$ cat src/rtl/torus_rt_pkg.sv
package torus_rt_pkg;
    localparam int NPORT = 5;

    typedef enum logic [2:0] {
        P_LOCAL = 3'd0,
        P_UP    = 3'd1,
        P_DOWN  = 3'd2,
        P_LEFT  = 3'd3,
        P_RIGHT = 3'd4
    } port_e;

    function automatic logic [NPORT-1:0] port_onehot(port_e p);
        return NPORT'(1) << p;
    endfunction
endpackage

$ cat src/rtl/tor_fifo.sv
module tor_fifo #(
    parameter int W     = 20,
    parameter int DEPTH = 4,
    localparam int PW   = (DEPTH > 1) ? $clog2(DEPTH) : 1,
    localparam int CW   = $clog2(DEPTH + 1)
) (
    input  logic          clk,
    input  logic          rst,
    input  logic          push,
    input  logic [W-1:0]  din,
    input  logic          pop,
    output logic [W-1:0]  dout,
    output logic          empty,
    output logic          full,
    output logic [CW-1:0] count
);
    logic [W-1:0]  mem [DEPTH];
    logic [PW-1:0] wr_ptr, rd_ptr;

    assign empty = (count == '0);
    assign full  = (count == CW'(DEPTH));
    assign dout  = mem[rd_ptr];

    always_ff @(posedge clk) begin
        if (push) mem[wr_ptr] <= din;
    end

    always_ff @(posedge clk) begin
        if (rst) begin
            wr_ptr <= '0;
            rd_ptr <= '0;
            count  <= '0;
        end else begin
            if (push) wr_ptr <= wr_ptr + 1'b1;
            if (pop)  rd_ptr <= rd_ptr + 1'b1;
            case ({push, pop})
                2'b10:   count <= count + 1'b1;
                2'b01:   count <= count - 1'b1;
                default: count <= count;
            endcase
        end
    end

    assert_count_bound_R4: assert property (@(posedge clk) disable iff (rst)
        count <= CW'(DEPTH));
    assert_count_up_R4: assert property (@(posedge clk) disable iff (rst)
        (push && !pop) |=> (count == $past(count) + 1'b1));
    assert_count_keep_R4: assert property (@(posedge clk) disable iff (rst)
        (push == pop) |=> (count == $past(count)));
endmodule

$ cat src/rtl/tor_route_calc.sv
module tor_route_calc
    import torus_rt_pkg::*;
#(
    parameter int CRD_W = 2
) (
    input  logic [CRD_W-1:0] tgt_row,
    input  logic [CRD_W-1:0] tgt_col,
    input  logic [CRD_W-1:0] here_row,
    input  logic [CRD_W-1:0] here_col,
    output port_e            dir
);
    always_comb begin
        if (tgt_row < here_row)      dir = P_UP;
        else if (tgt_row > here_row) dir = P_DOWN;
        else if (tgt_col < here_col) dir = P_LEFT;
        else if (tgt_col > here_col) dir = P_RIGHT;
        else                         dir = P_LOCAL;
    end
endmodule

$ cat src/rtl/tor_arbiter.sv
module tor_arbiter
    import torus_rt_pkg::*;
#(
    parameter int CNT_W = 3
) (
    input  logic [NPORT-1:0]       req,
    input  logic [NPORT*CNT_W-1:0] occ,
    output logic [NPORT-1:0]       grant,
    output logic                   any_req
);
    logic [CNT_W-1:0] best;
    logic             found;

    assign any_req = |req;

    always_comb begin
        grant = '0;
        best  = '0;
        found = 1'b0;
        for (int i = 0; i < NPORT; i++) begin
            if (req[i] && (!found || occ[i*CNT_W +: CNT_W] > best)) begin
                grant    = '0;
                grant[i] = 1'b1;
                best     = occ[i*CNT_W +: CNT_W];
                found    = 1'b1;
            end
        end
    end
endmodule

$ cat src/rtl/torus_router.sv
module torus_router
    import torus_rt_pkg::*;
#(
    parameter int DIM   = 4,
    parameter int VTX_W = 8,
    parameter int DEPTH = 4,
    localparam int CRD_W = (DIM > 1) ? $clog2(DIM) : 1,
    localparam int MSG_W = 2 * CRD_W + 2 * VTX_W,
    localparam int CNT_W = $clog2(DEPTH + 1)
) (
    input  logic                   clk,
    input  logic                   rst,
    input  logic [CRD_W-1:0]       my_row,
    input  logic [CRD_W-1:0]       my_col,
    input  logic [NPORT-1:0]       in_valid,
    input  logic [NPORT*MSG_W-1:0] in_data,
    output logic [NPORT-1:0]       in_ready,
    output logic [NPORT-1:0]       out_valid,
    output logic [NPORT*MSG_W-1:0] out_data,
    input  logic [NPORT-1:0]       out_ready
);
    logic [MSG_W-1:0]       head      [NPORT];
    logic [NPORT-1:0]       want      [NPORT];
    logic [NPORT-1:0]       gnt       [NPORT];
    logic [NPORT-1:0]       q_empty, q_full, pop;
    logic [NPORT*CNT_W-1:0] occ_flat;
    logic [CRD_W-1:0]       orow      [NPORT];
    logic [CRD_W-1:0]       ocol      [NPORT];

    for (genvar i = 0; i < NPORT; i++) begin : g_in
        port_e            dir;
        logic [CNT_W-1:0] cnt;

        tor_fifo #(.W(MSG_W), .DEPTH(DEPTH)) u_q (
            .clk   (clk),
            .rst   (rst),
            .push  (in_valid[i] & ~q_full[i]),
            .din   (in_data[i*MSG_W +: MSG_W]),
            .pop   (pop[i]),
            .dout  (head[i]),
            .empty (q_empty[i]),
            .full  (q_full[i]),
            .count (cnt)
        );

        tor_route_calc #(.CRD_W(CRD_W)) u_rt (
            .tgt_row  (head[i][MSG_W-1 -: CRD_W]),
            .tgt_col  (head[i][MSG_W-CRD_W-1 -: CRD_W]),
            .here_row (my_row),
            .here_col (my_col),
            .dir      (dir)
        );

        assign in_ready[i]                 = ~q_full[i];
        assign occ_flat[i*CNT_W +: CNT_W]  = cnt;
        assign want[i] = q_empty[i] ? '0 : port_onehot(dir);
    end

    for (genvar o = 0; o < NPORT; o++) begin : g_out
        logic [NPORT-1:0] col_req;
        logic [MSG_W-1:0] sel;

        always_comb begin
            for (int i = 0; i < NPORT; i++) col_req[i] = want[i][o];
        end

        tor_arbiter #(.CNT_W(CNT_W)) u_arb (
            .req     (col_req),
            .occ     (occ_flat),
            .grant   (gnt[o]),
            .any_req (out_valid[o])
        );

        always_comb begin
            sel = '0;
            for (int i = 0; i < NPORT; i++) if (gnt[o][i]) sel = sel | head[i];
        end

        assign out_data[o*MSG_W +: MSG_W] = sel;
        assign orow[o] = sel[MSG_W-1 -: CRD_W];
        assign ocol[o] = sel[MSG_W-CRD_W-1 -: CRD_W];

        assert_hold_R7: assert property (@(posedge clk) disable iff (rst)
            (out_valid[o] && !out_ready[o]) |=> out_valid[o]);
    end

    always_comb begin
        pop = '0;
        for (int o = 0; o < NPORT; o++)
            for (int i = 0; i < NPORT; i++)
                pop[i] = pop[i] | (gnt[o][i] & out_ready[o]);
    end

    assert_up_row_R1: assert property (@(posedge clk) disable iff (rst)
        out_valid[P_UP] |-> (orow[P_UP] < my_row));
    assert_down_row_R2: assert property (@(posedge clk) disable iff (rst)
        out_valid[P_DOWN] |-> (orow[P_DOWN] > my_row));
    assert_local_dest_R3: assert property (@(posedge clk) disable iff (rst)
        out_valid[P_LOCAL] |-> (orow[P_LOCAL] == my_row && ocol[P_LOCAL] == my_col));
    assert_left_col_R3: assert property (@(posedge clk) disable iff (rst)
        out_valid[P_LEFT] |-> (orow[P_LEFT] == my_row && ocol[P_LEFT] < my_col));
    assert_right_col_R3: assert property (@(posedge clk) disable iff (rst)
        out_valid[P_RIGHT] |-> (orow[P_RIGHT] == my_row && ocol[P_RIGHT] > my_col));
endmodule

$ cat config.mk
export PLATFORM = sky130hd
export DESIGN_NAME = torus_router
export DESIGN_NICKNAME = d
export VERILOG_FILES = /design/src/rtl/torus_rt_pkg.sv /design/src/rtl/tor_fifo.sv /design/src/rtl/tor_route_calc.sv /design/src/rtl/tor_arbiter.sv /design/src/rtl/torus_router.sv
export SDC_FILE = /design/constraint.sdc
export NUM_CORES = 1
export LEC_CHECK = 0
export BUFFER_PORTS_ARGS = -buffer_cell sky130_fd_sc_hd__buf_2
export CAP_MARGIN = 20
export CORE_MARGIN = 5
export CORE_UTILIZATION = 35
export CTS_CLUSTER_DIAMETER = 40
export DETAILED_ROUTE_END_ITERATION = 10
export SLEW_MARGIN = 20
export SYNTH_ARGS = -nofsm -noshare
export SYNTH_HDL_FRONTEND = slang
export SYNTH_SLANG_ARGS = --single-unit
export TNS_END_PERCENT = 5
$ cat constraint.sdc
create_clock -name clk -period 9.1 [get_ports clk]
set_input_delay 0.455 -clock clk [delete_from_list [all_inputs] [get_ports clk]]
set_output_delay 0.455 -clock clk [all_outputs]
set_load 0.01 [all_outputs]
### Yosys cells after proc, flatten, opt, wreduce, memory -nomap -nowiden

Memories as Yosys holds them, arrays and structs flattened. A register that Yosys moved wholly into a read port is not among the register bits.
Cells that the tools add are included.

* flip-flop bits (word level): 35
* memories: 5
* output and inout bits: 110
* input port bits: 116
* RAM bits: 400

* bitwise operators: 75
* magnitude comparators: 40
* eq/ne operators: 15
* reduce and logical (&&, ||, !) cells: 75
* shift-type cells: 5
* mux-type cells: 140
* add/sub/neg operators: 20

Memory list
* g_in[0].u_q.mem: depth 4, width 20, read ports 1, clocked after memory_dff 1, write ports 1, RTL line tor_fifo.sv:17 `logic [W-1:0] mem [DEPTH];`
* g_in[1].u_q.mem: depth 4, width 20, read ports 1, clocked after memory_dff 1, write ports 1, RTL line tor_fifo.sv:17
* g_in[2].u_q.mem: depth 4, width 20, read ports 1, clocked after memory_dff 1, write ports 1, RTL line tor_fifo.sv:17
* g_in[3].u_q.mem: depth 4, width 20, read ports 1, clocked after memory_dff 1, write ports 1, RTL line tor_fifo.sv:17
* g_in[4].u_q.mem: depth 4, width 20, read ports 1, clocked after memory_dff 1, write ports 1, RTL line tor_fifo.sv:17

Operators with widths (count)
* $mux W20: 25
* $or A20 B20 Y20: 20
* $mux W5: 25
* $mux W3: 40
* $gt A3 B3 Y1: 20
* $mux W1: 35
* $and A1 B1 Y1: 30
* $pmux W3 S2: 5
* $reduce_or A5 Y1: 5
* $shl A1 B3 Y5 const A: 5
* $add A2 B1 Y2 const B: 10
* $gt A2 B2 Y1: 10
* $logic_and A1 B1 Y1: 20
* $logic_not A1 Y1: 20
* $logic_or A1 B1 Y1: 20
* $lt A2 B2 Y1: 10
* $mux W2: 10
* $or A1 B1 Y1: 20
* $add A3 B1 Y3 const B: 5
* $eq A3 B3 Y1 const B: 5
* $logic_not A3 Y1: 5
* $sub A3 B1 Y3 const B: 5
* $eq A2 B1 Y1 const B: 5
* $eq A2 B2 Y1 const B: 5
* other kinds (2): 10

### Depth between registers and ports, before layout

Gate-level depths: netlist (run 1).

* word-level depth: 33
* depth in mapped cells: 45
* mapped depth without buffers: 41

### Hierarchy

A second synthesis (run 1) with hierarchy kept.

* cell total of the unflattened synthesis: 1603
* area, all modules: 22729.3 um^2

By module, submodules not included
* tor_fifo: cells an instance 151, times used 5, area each 3319.4 um^2
* torus_router: cells an instance 408, times used 1, area each 2791.4 um^2
* tor_arbiter: cells an instance 71, times used 5, area each 548.0 um^2
* tor_route_calc: cells an instance 17, times used 5, area each 120.1 um^2

### Least setup slack after synthesis (run 1)

No wires, ideal clock.

* path kind: register to register
* start: register (tool-made name)
* end: register g_in[1].u_q.count[2]
* cell stages (with the launch flop): 45
* path slack: -0.490 ns
* period minus slack after synthesis: 9.590 ns
* path buffers: 4
* data arrival time: 9.520 ns
* cell sequence: dfxtp_1 -> clkbuf_1 -> mux4_2 -> ha_1 -> nand2_1 -> or3_4 -> nor2_1 -> nand2_1 -> ha_1 -> nor2b_1 -> o21a_1 -> o21ai_0 -> a21o_1 -> mux2i_1 -> inv_1 -> ha_1 -> nor2b_1 -> o21ai_0 -> [... 9 more ...] -> clkbuf_1 -> buf_1 -> nor2_1 -> a21oi_1 -> ha_1 -> nor2b_1 -> o21a_1 -> o21ai_0 -> o22ai_1 -> nor4b_4 -> a221oi_1 -> nand2_1 -> ha_1 -> inv_1 -> fa_1 -> xor2_1 -> or3_1 -> a21oi_1

RTL lines
* to (signal assigned): RTL line tor_fifo.sv:37 `2'b10: count <= count + 1'b1;`
* to (signal assigned): RTL line tor_fifo.sv:38 `2'b01: count <= count - 1'b1;`
* to (signal assigned): RTL line tor_fifo.sv:39 `default: count <= count;`
* to (decl): RTL line tor_fifo.sv:15 `output logic [CW-1:0] count`

==> metrics, run 1 <==
initial antenna violation count 15; number of buffers added on ports 225; vias in the first global route 16,900; largest net degree at the start of global routing 51; CTS Hold Bufs 0; EDFF count, synth 400; share of the synthesized area in the top cell type 0.521; kind of critical path flip-flop to output port; multi-input logic area 9900 um2; overflow left after global routing 0; Worst Path Arrival 8420 ps; period utilisation layout 0.975; clock sinks 445; Die Y 267 um; Fillers 5,846; Period minus WS final 8870 ps; Yosys top cell by area edfxtp_1; total power 10.1 mW; unrepaired setup endpoints after global routing yes; 1st-iter DRT viols 2,167; gr usage total 0.214; layout cells sized above 1 0.331; Inserted Clock Buffers 73; area taken by flip-flops and latches 12,900 um2; most numerous cell in the Yosys netlist edfxtp_1; router iterations before antenna repair 6; power per cell area 350 nW/um2; Post-DRT Antenna Nets 0; design area 28,900 um2; Reg-to-Reg End g_in[0].u_q.count[2]$_SDFFE_PP0P_; worst vdd ir 0.201 mV; Root Driver clkbuf_16; HPWL Detailed 57.1 mm; Cells after Synth 1,708; first-pass GRT wire length 113 mm; CTS max path bufs 3; slew of the pin with the lowest slew margin 1100 ps; crit path max-delay cell type mux4_2; Worst setup EP type output port; Seq/Total Area, Yosys 0.560; core area 65,500 um2; worst path required time 8650 ps; Layout Nets 2,236; Area contributors post-synth edfxtp_1 (52%), mux4_2 (9.8%), ha_1 (5.7%); max_slew headroom 0.268; worst skew pair latency 620 ps; mux contribution to synthesized area 0.113; FF-to-FF setup slack 380 ps; CTS tree built; post-synthesis xor/xnor area fraction 0.00608; WL per Instance 27.2 um; Total Wirelength 79.9 mm; post-synthesis compound-gate area fraction 0.147; H-Tree Depth 3; ys async rst share 0; Max FO, Critical Path 20; DR vias 17,400; P&R area growth vs syn 25.2%; post-synthesis adder-cell area fraction 0.0613; Worst path max stage delay 570 ps; Max Fclk 113 MHz; hold crit path type primary input to flip-flop; Reg clk slew, reported paths 60 ps; Worst setup SP type flip-flop; main combinational cell family by area after synthesis compound AO/OA/AOI/OAI gates; Mean Syn Cell Area 13.5 um2; Die Footprint 71,100 um2; Final Max Tran Viols 0; Final GP Congestion 1.00; via/cell ratio 5.92; Post-synth top cells edfxtp_1 (400), nand2_1 (118), ha_1 (105); final hold violation count 0; setup TNS 0 ps; reg2reg path depth 42; Synth Area in Simple Gates 0.0829; Die Wd 267 um; number of synthesized register bits 445; Synth warnings 0; number of max-cap violations 0; Critical Path Sink out_data[96]; Leak 10.4 nW; setup violators final 0; Post-Route Skew 33.5 ps; initial core utilization 0.352; Synth Net Count 1,934; Post-route DRC 0; num ports 226; prevailing post-synth register cell edfxtp_1; FP Rows 94; synth unique cells 77; outcome finished clean; worst hold path depth 1; Cell Area, Synth 23,100 um2; DP Area 25,500 um2
-- worst min-delay path by stage --
| stage | from | endpoint | slack, ps |
|---|---|---|---|
| 2_1_floorplan | g_in[0].u_q.wr_ptr[1]$_SDFFE_PP0P_ | g_in[0].u_q.wr_ptr[1]$_SDFFE_PP0P_ | 470 |
| 3_3_place_gp | g_in[3].u_q.wr_ptr[1]$_SDFFE_PP0P_ | g_in[3].u_q.wr_ptr[1]$_SDFFE_PP0P_ | 480 |
| 3_5_place_dp | g_in[0].u_q.wr_ptr[1]$_SDFFE_PP0P_ | g_in[0].u_q.wr_ptr[1]$_SDFFE_PP0P_ | 500 |
| 4_1_cts | in_data[50] | g_in[2].u_q.mem[2][10]$_DFFE_PP_ | 20 |
| 5_1_grt | in_data[50] | g_in[2].u_q.mem[1][10]$_DFFE_PP_ | 30 |
| 6_report | in_data[96] | g_in[4].u_q.mem[3][16]$_DFFE_PP_ | 50 |
-- sequential cells by signal, indices dropped and copies added, names as in the netlist, named ones only --
signal,cells
g_in.u_q.count,15
g_in.u_q.rd_ptr,10
g_in.u_q.mem,400
g_in.u_q.wr_ptr,10
-- where the power goes --
group | leakage [nW] | total (mW) | switching, mW | internal (mW)
Sequential | 4.04 | 2.67 | 0.156 | 2.52
Combinational | 5.09 | 4.65 | 2.88 | 1.77
Clock | 1.22 | 2.78 | 1.03 | 1.75
-- stage by stage --
step                setup WS, ps  cells   util  hold slack [ps]
floorplan                   36.5   1708      -              469
global placement            5.78   2762  0.389              483
detailed placement          -403   2763  0.389              496
CTS                         5.97   2905  0.430             15.9
global route               -98.0   2936  0.441             28.7
finish                       226   2938  0.441             52.7
-- per-layer routing --
| metal | routed length [um] | GRT usage |
|---|---|---|
| met5 | 68 | 0 |
| met4 | 3750 | 0.0894 |
| met1 | 32300 | 0.289 |
| met3 | 7590 | 0.0524 |
| met2 | 36200 | 0.332 |
-- worst max-delay path, delay by kind of cell (launching register included) --
kind | cells | cell delay (ps)
fa+ha+maj | 5 | 1490
mux | 3 | 1060
flops | 1 | 380
compound gates | 14 | 2510
simple gates | 8 | 1410
buf+inv | 6 | 950
-- cell usage in the layout, fill, tap and decap left out, types with 69 or more instances in the layout --
cell type	synthesis	layout
ha_1	105	98
nand2_1	118	114
a22oi_1	94	93
o21ai_0	87	69
clkbuf_16	0	78
a221o_1	100	98
buf_4	7	76
mux4_2	100	100
buf_2	7	224
edfxtp_1	400	400
-- cell type report --
| class | count | share of cell area |
|---|---|---|
| Sequential cell | 445 | 0.447 |
| Antenna cell | 4 | 0.000347 |
| Tap cell | 864 | 0.0374 |
| Inverter | 68 | 0.00884 |
| Timing Repair Buffer | 328 | 0.0759 |
| Clock buffer | 77 | 0.0645 |
| Multi-Input combinational cell | 1094 | 0.343 |
| Clock inverter | 58 | 0.0225 |
-- kinds of logic after synthesis --
kind of cell / count (synthesis)
DFF: 445
buffers and inverters: 170
xor gates and xnor gates: 16
adders and majority gates: 110
and+or+nand+nor: 369
AOI/OAI and AO/OA: 466
muxes: 132
-- repair_timing --
action	CTS	global route
setup endpoints to repair	109	110
cloned	0	5
buffers inserted	7	23
pin swaps	12	29
resized for setup	38	78
Note: power is estimated with default switching activity, not from simulation.
==> inputs of run 2 (changes only) <==
- CORE_UTILIZATION: 35 -> 45
- PLACE_DENSITY: default -> 0.66
==> metrics, run 2 (same netlist as run 1, synthesis figures left out) <==
worst vdd ir 0.260 mV (was 0.201 mV); FF-to-FF setup slack 350 ps (was 380 ps); via/cell ratio 6.30 (was 5.92); Layout Nets 2,262 (was 2,236); number of flip-flops in the largest register 400 (unchanged); area taken by flip-flops and latches 12,900 um2 (unchanged); num ports 226 (unchanged); max_slew headroom 0.284 (was 0.268); Reg clk slew, reported paths 60 ps (about the same); worst hold slack 71.9 ps (was 52.7 ps); power per cell area 333 nW/um2 (was 350 nW/um2); DR vias 17,400 (about the same); kind of critical path flip-flop to output port (unchanged); Core Util, Final 0.556 (was 0.441); Worst setup SP type flip-flop (unchanged); crit path max-delay cell type mux4_2 (unchanged); FP Rows 83 (was 94); Worst Path Arrival 8460 ps (was 8420 ps); final hold violation count 0 (unchanged); layout cells sized above 1 0.337 (was 0.331); most flop-heavy register g_in.u_q.mem (unchanged); Worst path max stage delay 560 ps (was 570 ps); Final Max Tran Viols 0 (unchanged); Worst setup EP type output port (unchanged); outcome finished clean (unchanged); clock sinks 445 (unchanged); worst skew pair latency 590 ps (was 620 ps); hold crit path type primary input to flip-flop (unchanged); CTS max path bufs 3 (unchanged); Total Wirelength 75.5 mm (was 79.9 mm); unrepaired setup endpoints after global routing yes (unchanged); Die Y 236 um (was 267 um); Post-route DRC 0 (unchanged); gr usage total 0.257 (was 0.214); initial antenna violation count 6 (was 15); Inserted Clock Buffers 53 (was 73); setup violators final 0 (unchanged); Max Fclk 112 MHz (was 113 MHz); period utilisation layout 0.979 (was 0.975); H-Tree Depth 2 (was 3); slew of the pin with the lowest slew margin 1070 ps (was 1100 ps); 1st-iter DRT viols 1,728 (was 2,167); most frequent cells in the layout edfxtp_1 (400), buf_2 (222), buf_4 (117) (was edfxtp_1 (400), buf_2 (224), nand2_1 (114)); router iterations before antenna repair 7 (was 6); largest net degree at the start of global routing 51 (unchanged); Final GP Congestion 0.982 (was 1.00); HPWL Detailed 53.2 mm (was 57.1 mm); Die Footprint 55,900 um2 (was 71,100 um2); design area 28,400 um2 (was 28,900 um2); first-pass GRT wire length 108 mm (was 113 mm); P&R area growth vs syn 23.0% (was 25.2%); worst path required time 8650 ps (about the same); Post-DRT Antenna Nets 0 (unchanged); core area 51,000 um2 (was 65,500 um2); initial core utilization 0.452 (was 0.352); DP Area 25,700 um2 (was 25,500 um2); number of max-cap violations 0 (unchanged); Root Driver clkbuf_16 (unchanged); WL per Instance 27.3 um (was 27.2 um); Max FO, Critical Path 20 (unchanged); Die Wd 236 um (was 267 um); number of buffers added on ports 225 (unchanged); Post-Route Skew 13.0 ps (was 33.5 ps); CTS tree built (unchanged); overflow left after global routing 0 (unchanged); multi-input logic area 10,000 um2 (was 9900 um2); Leak 10.3 nW (was 10.4 nW); Regs by FF count g_in.u_q.mem (400), g_in.u_q.count (15) (unchanged); Fillers 4,093 (was 5,846); vias in the first global route 16,900 (about the same); CTS Hold Bufs 0 (unchanged); Period minus WS final 8910 ps (was 8870 ps); leading cell type in the layout, fill and taps excluded edfxtp_1 (unchanged)
run 2: changes by cell type in the layout (fill, tap and decap cells not counted), sizes merged, moves of 4 or more:
cell / previous run / this run
clkinv: 27 / 20
buf: 324 / 370
inv: 84 / 79
clkinvlp: 7 / 3
bufinv: 8 / 4
clkbuf: 81 / 65
run 2: final cells by class:
class                      instances  area share
multi-input combinational       1094       0.353
clock buffer                      61      0.0497
clock inverter                    38      0.0135
tap                              680      0.0300
timing repair buffer             374      0.0889
antenna                            3    0.000265
inverter                          68     0.00900
sequential                       445       0.455
run 2: worst max-delay path: cells and delay by family, from the launching register on:
family	cells	cell delay (ps)
AOI/OAI and AO/OA	14	2600
adders and majority gates	5	1540
buffers and inverters	4	640
DFF	1	380
muxes	3	1010
and+or+nand+nor	10	1650
run 2: metrics by stage:
stage | total power, mW | instances | setup slack [ps] | TNS (ps)
6_report | 9.44 | 2763 | 189 | 0
5_1_grt | 9.84 | 2762 | -94.6 | -827
4_1_cts | 9.11 | 2737 | -7.97 | -7.97
3_5_place_dp | 6.93 | 2634 | -267 | -3440
3_3_place_gp | 6.85 | 2634 | -111 | -432
2_1_floorplan | 5.11 | 1708 | 36.5 | 0
run 2: what timing repair did:
action,in CTS,in global routing
pin swaps,12,41
gates cloned,0,7
resized for setup,45,114
setup endpoints to repair,89,110
buffers inserted,4,15
run 2: routing by layer:
metal	part of all wire	routed length [um]	GRT usage	vias to the layer above
li1	-	-	-	7551
met1	0.39	29600	0.350	8642
met2	0.45	34100	0.393	1009
met3	0.10	7540	0.0630	199
met4	0.056	4250	0.114	4
met5	0.00019	14	0	-
run 2: where the power goes:
part / internal [mW] / switching (mW) / leakage (nW)
logic: 1.84 / 2.83 / 5.35
registers: 2.52 / 0.143 / 4.04
clock network: 1.25 / 0.857 / 0.879
run 2: path summary, 6_finish.rpt:
| path | start | end | depth (start not counted) |
|---|---|---|---|
| worst max-delay path | flip-flop | out_data[60] | 36 |
| worst min-delay path | in_data[19] | g_in[0].u_q.mem[0][19]$_DFFE_PP_ | 1 |
| worst max register to register | flip-flop | g_in[1].u_q.count[2]$_SDFFE_PP0P_ | 41 |
| worst min register to register | g_in[3].u_q.wr_ptr[1]$_SDFFE_PP0P_ | g_in[3].u_q.wr_ptr[1]$_SDFFE_PP0P_ | 2 |
